[src/rtl/fsq_pkg.sv]
package fsq_pkg;
  typedef enum logic [1:0] {
    ST_FILL0 = 2'd0,
    ST_FILL1 = 2'd1,
    ST_RUN   = 2'd2
  } fsq_state_e;
endpackage

[src/rtl/fsq_ctrl.sv]
module fsq_ctrl
  import fsq_pkg::*;
#(
  parameter int unsigned AW       = 32,
  parameter logic [AW-1:0] RESET_PC = '0
) (
  input  logic          clk,
  input  logic          rst_n,
  input  logic          step_en,
  input  logic          narrow,
  input  logic          flush_req,
  input  logic [AW-1:0] flush_pc,
  output fsq_state_e    state,
  output logic [AW-1:0] pc,
  output logic [AW-1:0] width
);
  fsq_state_e    state_nx;
  logic [AW-1:0] pc_nx;
  logic          upd_en;

  assign width  = narrow ? AW'(2) : AW'(4);
  assign upd_en = step_en | flush_req;

  always_comb begin
    state_nx = state;
    pc_nx    = pc;
    if (flush_req) begin
      state_nx = ST_FILL0;
      pc_nx    = flush_pc;
    end else if (step_en) begin
      pc_nx = pc + width;
      unique case (state)
        ST_FILL0: state_nx = ST_FILL1;
        ST_FILL1: state_nx = ST_RUN;
        default:  state_nx = ST_RUN;
      endcase
    end
  end

  always_ff @(posedge clk or negedge rst_n) begin
    if (!rst_n) begin
      state <= ST_FILL0;
      pc    <= RESET_PC;
    end else if (upd_en) begin
      state <= state_nx;
      pc    <= pc_nx;
    end
  end
endmodule

[src/rtl/fsq_queue.sv]
module fsq_queue #(
  parameter int unsigned IW    = 32,
  parameter int unsigned DEPTH = 2
) (
  input  logic          clk,
  input  logic          rst_n,
  input  logic          shift_en,
  input  logic          narrow,
  input  logic [IW-1:0] fetch_word,
  output logic [IW-1:0] head
);
  localparam int unsigned HW = IW / 2;

  logic [IW-1:0] slot [DEPTH];
  logic [IW-1:0] slot_nx [DEPTH];
  logic [IW-1:0] entry_word;

  assign entry_word = narrow ? {{(IW-HW){1'b0}}, fetch_word[HW-1:0]} : fetch_word;

  for (genvar i = 0; i < DEPTH; i++) begin : g_slot
    if (i == DEPTH - 1) begin : g_tail
      assign slot_nx[i] = entry_word;
    end else begin : g_body
      assign slot_nx[i] = slot[i+1];
    end

    always_ff @(posedge clk or negedge rst_n) begin
      if (!rst_n) begin
        slot[i] <= '0;
      end else if (shift_en) begin
        slot[i] <= slot_nx[i];
      end
    end
  end

  assign head = slot[0];
endmodule

[src/rtl/fsq_cost.sv]
module fsq_cost #(
  parameter int unsigned AW  = 32,
  parameter int unsigned CW  = 32,
  parameter int unsigned WSW = 4,
  parameter logic [AW-1:0] INVALID_ADDR = '1
) (
  input  logic           clk,
  input  logic           rst_n,
  input  logic           access_en,
  input  logic           flush_req,
  input  logic [AW-1:0]  addr,
  input  logic [AW-1:0]  width,
  input  logic [AW-1:0]  flush_pc,
  input  logic [WSW-1:0] ws_seq,
  input  logic [WSW-1:0] ws_nonseq,
  output logic [CW-1:0]  count,
  output logic           seq_hit
);
  logic [AW-1:0] last_req, last_nx;
  logic [CW-1:0] count_nx;
  logic          upd_en;

  assign seq_hit = (addr == last_req) || (addr == last_req + width);
  assign upd_en  = access_en | flush_req;

  always_comb begin
    count_nx = count;
    last_nx  = last_req;
    if (flush_req) begin
      count_nx = count + CW'(2) + CW'(ws_seq) + CW'(ws_nonseq);
      last_nx  = flush_pc + width;
    end else if (access_en) begin
      count_nx = count + CW'(1) + (seq_hit ? CW'(ws_seq) : CW'(ws_nonseq));
      last_nx  = addr;
    end
  end

  always_ff @(posedge clk or negedge rst_n) begin
    if (!rst_n) begin
      count    <= '0;
      last_req <= INVALID_ADDR;
    end else if (upd_en) begin
      count    <= count_nx;
      last_req <= last_nx;
    end
  end
endmodule

[src/rtl/fetch_refill_seq.sv]
module fetch_refill_seq
  import fsq_pkg::*;
#(
  parameter int unsigned AW  = 32,
  parameter int unsigned IW  = 32,
  parameter int unsigned WSW = 4,
  parameter int unsigned CW  = 32,
  parameter logic [AW-1:0] RESET_PC     = AW'(32'h0000_0100),
  parameter logic [AW-1:0] INVALID_ADDR = AW'(32'hFFFF_0000)
) (
  input  logic           clk,
  input  logic           rst_n,
  input  logic           step_en,
  input  logic           narrow,
  output logic [AW-1:0]  imem_addr,
  input  logic [IW-1:0]  imem_rdata,
  input  logic           flush_req,
  input  logic [AW-1:0]  flush_target,
  input  logic [WSW-1:0] ws_seq,
  input  logic [WSW-1:0] ws_nonseq,
  output logic           exec_valid,
  output logic [IW-1:0]  exec_insn,
  output logic [AW-1:0]  exec_pc,
  output logic [AW-1:0]  next_pc,
  output logic [CW-1:0]  cycle_count
);
  fsq_state_e    state;
  logic [AW-1:0] pc, width, flush_pc;
  logic          fetch_keep;
  logic          seq_hit;

  assign flush_pc   = narrow ? {flush_target[AW-1:1], 1'b0}
                             : {flush_target[AW-1:2], 2'b00};
  assign fetch_keep = step_en & ~flush_req;

  fsq_ctrl #(.AW(AW), .RESET_PC(RESET_PC)) u_ctrl (
    .clk      (clk),
    .rst_n    (rst_n),
    .step_en  (step_en),
    .narrow   (narrow),
    .flush_req(flush_req),
    .flush_pc (flush_pc),
    .state    (state),
    .pc       (pc),
    .width    (width)
  );

  fsq_queue #(.IW(IW), .DEPTH(2)) u_queue (
    .clk       (clk),
    .rst_n     (rst_n),
    .shift_en  (fetch_keep),
    .narrow    (narrow),
    .fetch_word(imem_rdata),
    .head      (exec_insn)
  );

  fsq_cost #(.AW(AW), .CW(CW), .WSW(WSW), .INVALID_ADDR(INVALID_ADDR)) u_cost (
    .clk      (clk),
    .rst_n    (rst_n),
    .access_en(fetch_keep),
    .flush_req(flush_req),
    .addr     (pc),
    .width    (width),
    .flush_pc (flush_pc),
    .ws_seq   (ws_seq),
    .ws_nonseq(ws_nonseq),
    .count    (cycle_count),
    .seq_hit  (seq_hit)
  );

  assign imem_addr  = pc;
  assign exec_valid = step_en && (state == ST_RUN);
  assign exec_pc    = pc - (width << 1);

  always_comb begin
    unique case (state)
      ST_FILL0: next_pc = pc;
      ST_FILL1: next_pc = pc - width;
      default:  next_pc = pc - (width << 1);
    endcase
  end
endmodule

[config.mk]
export PLATFORM = sky130hd
export DESIGN_NAME = fetch_refill_seq
export DESIGN_NICKNAME = d
export VERILOG_FILES = /design/src/rtl/fsq_pkg.sv /design/src/rtl/fsq_ctrl.sv /design/src/rtl/fsq_queue.sv /design/src/rtl/fsq_cost.sv /design/src/rtl/fetch_refill_seq.sv
export SDC_FILE = /design/constraint.sdc
export NUM_CORES = 1
export LEC_CHECK = 0
export BUFFER_PORTS_ARGS = -buffer_cell sky130_fd_sc_hd__buf_2
export CORE_ASPECT_RATIO = 0.6
export CORE_MARGIN = 5
export CORE_UTILIZATION = 40
export CTS_CLUSTER_DIAMETER = 30
export CTS_CLUSTER_SIZE = 10
export DETAILED_ROUTE_END_ITERATION = 8
export PLACE_DENSITY = 0.72
export SLEW_MARGIN = 0
export SYNTH_ARGS = -nofsm -noshare
export SYNTH_HDL_FRONTEND = slang
export SYNTH_SLANG_ARGS = --single-unit
[constraint.sdc]
create_clock -name clk -period 7.7 [get_ports clk]
set_clock_uncertainty 0.1 [all_clocks]
set_input_delay 1.54 -clock clk [delete_from_list [all_inputs] [get_ports clk]]
set_output_delay 1.54 -clock clk [all_outputs]
set_load 0.01 [all_outputs]
==> impl_metrics.env <==
export IMPL_status="finished, final reports clean"
export IMPL_clk_latency_ns=0.43
export IMPL_period_share=0.896
export IMPL_synth_commonest_cells="nand2_1 (310), dfrtp_1 (144), xnor2_1 (100), xor2_1 (92)"
export IMPL_place_inst=1777
export IMPL_max_vdd_ir_drop_mv=0.167
export IMPL_crit_required_ns=6.06
export IMPL_cts_buffers=17
export IMPL_clock_fmax_mhz=145
export IMPL_rows=46
export IMPL_switching_share=0.365
export IMPL_fin_nets=1543
export IMPL_crit_chain="buf_2, clkinv_1, buf_4, ha_1, nor2_1, or4_1, mux2i_1, nand2_1, nor3_2, nand2_1, nor4b_1, xor2_1, buf_2"
export IMPL_grt_max_degree=109
export IMPL_setup_violations=0
export IMPL_postSynthAreaPerCell_um2=8.41
export IMPL_critical_path_class="primary input to primary output"
export IMPL_drcViolationCount=0
export IMPL_combPwrFrac=0.289
export IMPL_final_instance_count_excl_fill=1810
export IMPL_cts_resized=0
export IMPL_crit_fanout=21
export IMPL_critPathCaptureType="primary output"
export IMPL_cp_slowest_stage_delay_ns=0.58
export IMPL_path_delay_family="simple AND/OR/NAND/NOR gates"
export IMPL_rsz0062_at_grt="no"
export IMPL_holdPathStages=2
export IMPL_cp_num_cells=13
export IMPL_drt_iter0_drc=891
export IMPL_area_growth_pct=15.3
export IMPL_max_cap_viol_count=0
export IMPL_grt_usage=0.203
export IMPL_rr_worst_depth=21
export IMPL_portBuffers=233
export IMPL_met2_usage=0.307
export IMPL_antenna_found_initial=4
export IMPL_hold_viol_final=0
export IMPL_drt_total_wl_um=31300
export IMPL_synth_cells=1286
export IMPL_yosysWarnings=0
export IMPL_tns_ns=0
export IMPL_powerDensity_mw_per_mm2=217
export IMPL_cp_slowest_cell="or4_1"
export IMPL_ant_nets=0
export IMPL_ys_seq_area_frac=0.374
export IMPL_finalMaxSlewViolations=0
export IMPL_multiInputGateArea_mm2=0.00607
export IMPL_intPower_mw=1.72
export IMPL_grt_pass1_wl_um=49700
export IMPL_gp_congestion=0.853
export IMPL_cts_hold_buffers=0
export IMPL_synth_top_area_frac=0.333
export IMPL_dp_hpwl_um=23300
export IMPL_die_h_um=137
export IMPL_cts_post_setup_buffers_inserted=0
export IMPL_avgViaCountPerCell=5.22
export IMPL_worst_setup_path_start_kind="primary input"
export IMPL_first_global_vias=9080
export IMPL_busiest_layer="met2"
export IMPL_p_seq_frac=0.415
export IMPL_hold_class="flip-flop to flip-flop"
export IMPL_cts_clk_slew_worst_paths_ns=0.07
export IMPL_num_vias=9448
export IMPL_synth_edf_count=0
export IMPL_fin_crit_ns=6.90
export IMPL_worstMarginPinSlew_ns=1.16
export IMPL_fillers=2574
export IMPL_ys_types=72
export IMPL_die_area_mm2=0.0306
export IMPL_async_flop_share=1.00
export IMPL_worstPathArrival_ns=5.26
export IMPL_initial_core_util=0.408
export IMPL_synth_area_leader_cell="dfrtp_1"
export IMPL_regArea_mm2=0.00405
export IMPL_cts_max_level=4
export IMPL_ys_flop_type="dfrtp_1"
export IMPL_io_pins=238
export IMPL_max_slew_margin=0.226
export IMPL_wl_per_cell_um=17.3
export IMPL_core_mm2=0.0265
export IMPL_dr_pass1_iters=5
export IMPL_use_met3=0.0564
export IMPL_syn_area_mm2=0.0108
export IMPL_drive_above_1_share=0.215
export IMPL_met1_usage=0.295
export IMPL_synth_area_leaders="dfrtp_1 (33%), nand2_1 (11%), xnor2_1 (8.1%)"
export IMPL_place_ws_ns=0.868
export IMPL_ys_ff_latch=161
export IMPL_clock_power_share=0.296
export IMPL_total_leakage_power_nw=6.01
export IMPL_clock_root_buffer="clkbuf_16"
export IMPL_cts_tree="yes"
export IMPL_cts_sinks=161
export IMPL_globalRouteOverflowTotal=0
export IMPL_synth_most_common_cell="nand2_1"
export IMPL_worstPathBufferInverterCount=4
export IMPL_fin_ws_ns=0.804
export IMPL_die_x_um=222
export IMPL_final_util=0.470
export IMPL_cts_path_max_buffers=2
export IMPL_p_sw_uw=989
[path summary, 6_finish.rpt]
path                                                endpoint  slack (ns)                           start
worst min register to register   u_queue.head[6]$_DFFE_PN0P_        0.36     u_queue.slot[6]$_DFFE_PN0P_
max in group asynchronous           u_ctrl.pc[6]$_DFFE_PN0N_        4.92                           rst_n
worst max-delay path                             next_pc[26]        0.80                          narrow
worst min-delay path             u_queue.head[6]$_DFFE_PN0P_        0.36     u_queue.slot[6]$_DFFE_PN0P_
min in group asynchronous       u_queue.slot[19]$_DFFE_PN0P_        1.11                           rst_n
worst max register to register  u_cost.count[28]$_DFFE_PN0P_        2.31  u_cost.last_req[1]$_DFFE_PN0P_
[area by class of cell]
| cell class | instances | share of cell area |
|---|---|---|
| antenna | 1 | 0.000201 |
| clock buffer | 19 | 0.0355 |
| timing repair buffer | 241 | 0.0990 |
| inverter | 32 | 0.00963 |
| tap | 360 | 0.0361 |
| clock inverter | 13 | 0.00812 |
| multi-input combinational | 983 | 0.487 |
| sequential | 161 | 0.325 |
[stage by stage]
step / power (mW) / hold slack, ns / instance area, um2
2_1_floorplan: 1.64 / 0.339 / 10800
3_3_place_gp: 1.89 / 0.344 / 11900
3_5_place_dp: 1.92 / 0.354 / 11900
4_1_cts: 2.74 / 0.363 / 12500
5_1_grt: 2.89 / 0.376 / 12500
6_report: 2.71 / 0.360 / 12500
[per-layer routing]
| layer | vias up | wire (um) |
|---|---|---|
| met5 | - | 22 |
| met4 | 6 | 216 |
| met3 | 23 | 2320 |
| met2 | 301 | 13700 |
| met1 | 4562 | 15100 |
| li1 | 4556 | - |
[sequential cells by signal, summed over array words and instances (netlist names)]
register and flops:
u_cost.last_req 32, u_ctrl.pc 31, u_queue.head 32, u_ctrl.state 2, u_cost.count 32, u_queue.slot 32
[placed cells by master, fill, tap and decap left out, drive strengths merged, types with 6 or more instances in the layout]
master and instances:
nand2 310, nor2b 15, inv 36, and3 24, nor3 29, dfstp 17
nand3 54, clkinv 6, a211oi 9, nor4 14, xor2 92, nor2 67
xnor2 100, fa 10, buf 241, nand2b 9, and4 13, dfrtp 144
mux2i 28, nand4 34, a21oi 27, clkbuf 19, o21ai 67, ha 20
[power by group through the flow]
| stage | registers (mW) | logic (mW) | clock network [mW] |
|---|---|---|---|
| detailed placement | 1.14 | 0.781 | 0 |
| finish | 1.13 | 0.782 | 0.802 |
| global placement | 1.13 | 0.763 | 0 |
| global route | 1.15 | 0.880 | 0.864 |
| CTS | 1.12 | 0.789 | 0.826 |
| floorplan | 1.08 | 0.566 | 0 |
[tightest hold or removal path, stage by stage, from the launching register on]
cell and delay (ns):
dfrtp_1 0.34, nand2_1 0.05, nand2_1 0.05
[cells by family (layout without fill, tap and decap cells)]
| kind of cell | Yosys count | count (layout) | share of synthesized area |
|---|---|---|---|
| compound gates | 134 | 134 | 0.0748 |
| xor+xnor | 192 | 192 | 0.155 |
| fa+ha+maj | 30 | 30 | 0.0416 |
| buf+inv | 144 | 305 | 0.0661 |
| flops | 161 | 161 | 0.374 |
| mux | 32 | 32 | 0.0308 |
| other cells | 1 | 4 | 0.000347 |
| simple gates | 592 | 592 | 0.257 |
Power figures use the tool's default switching activity.
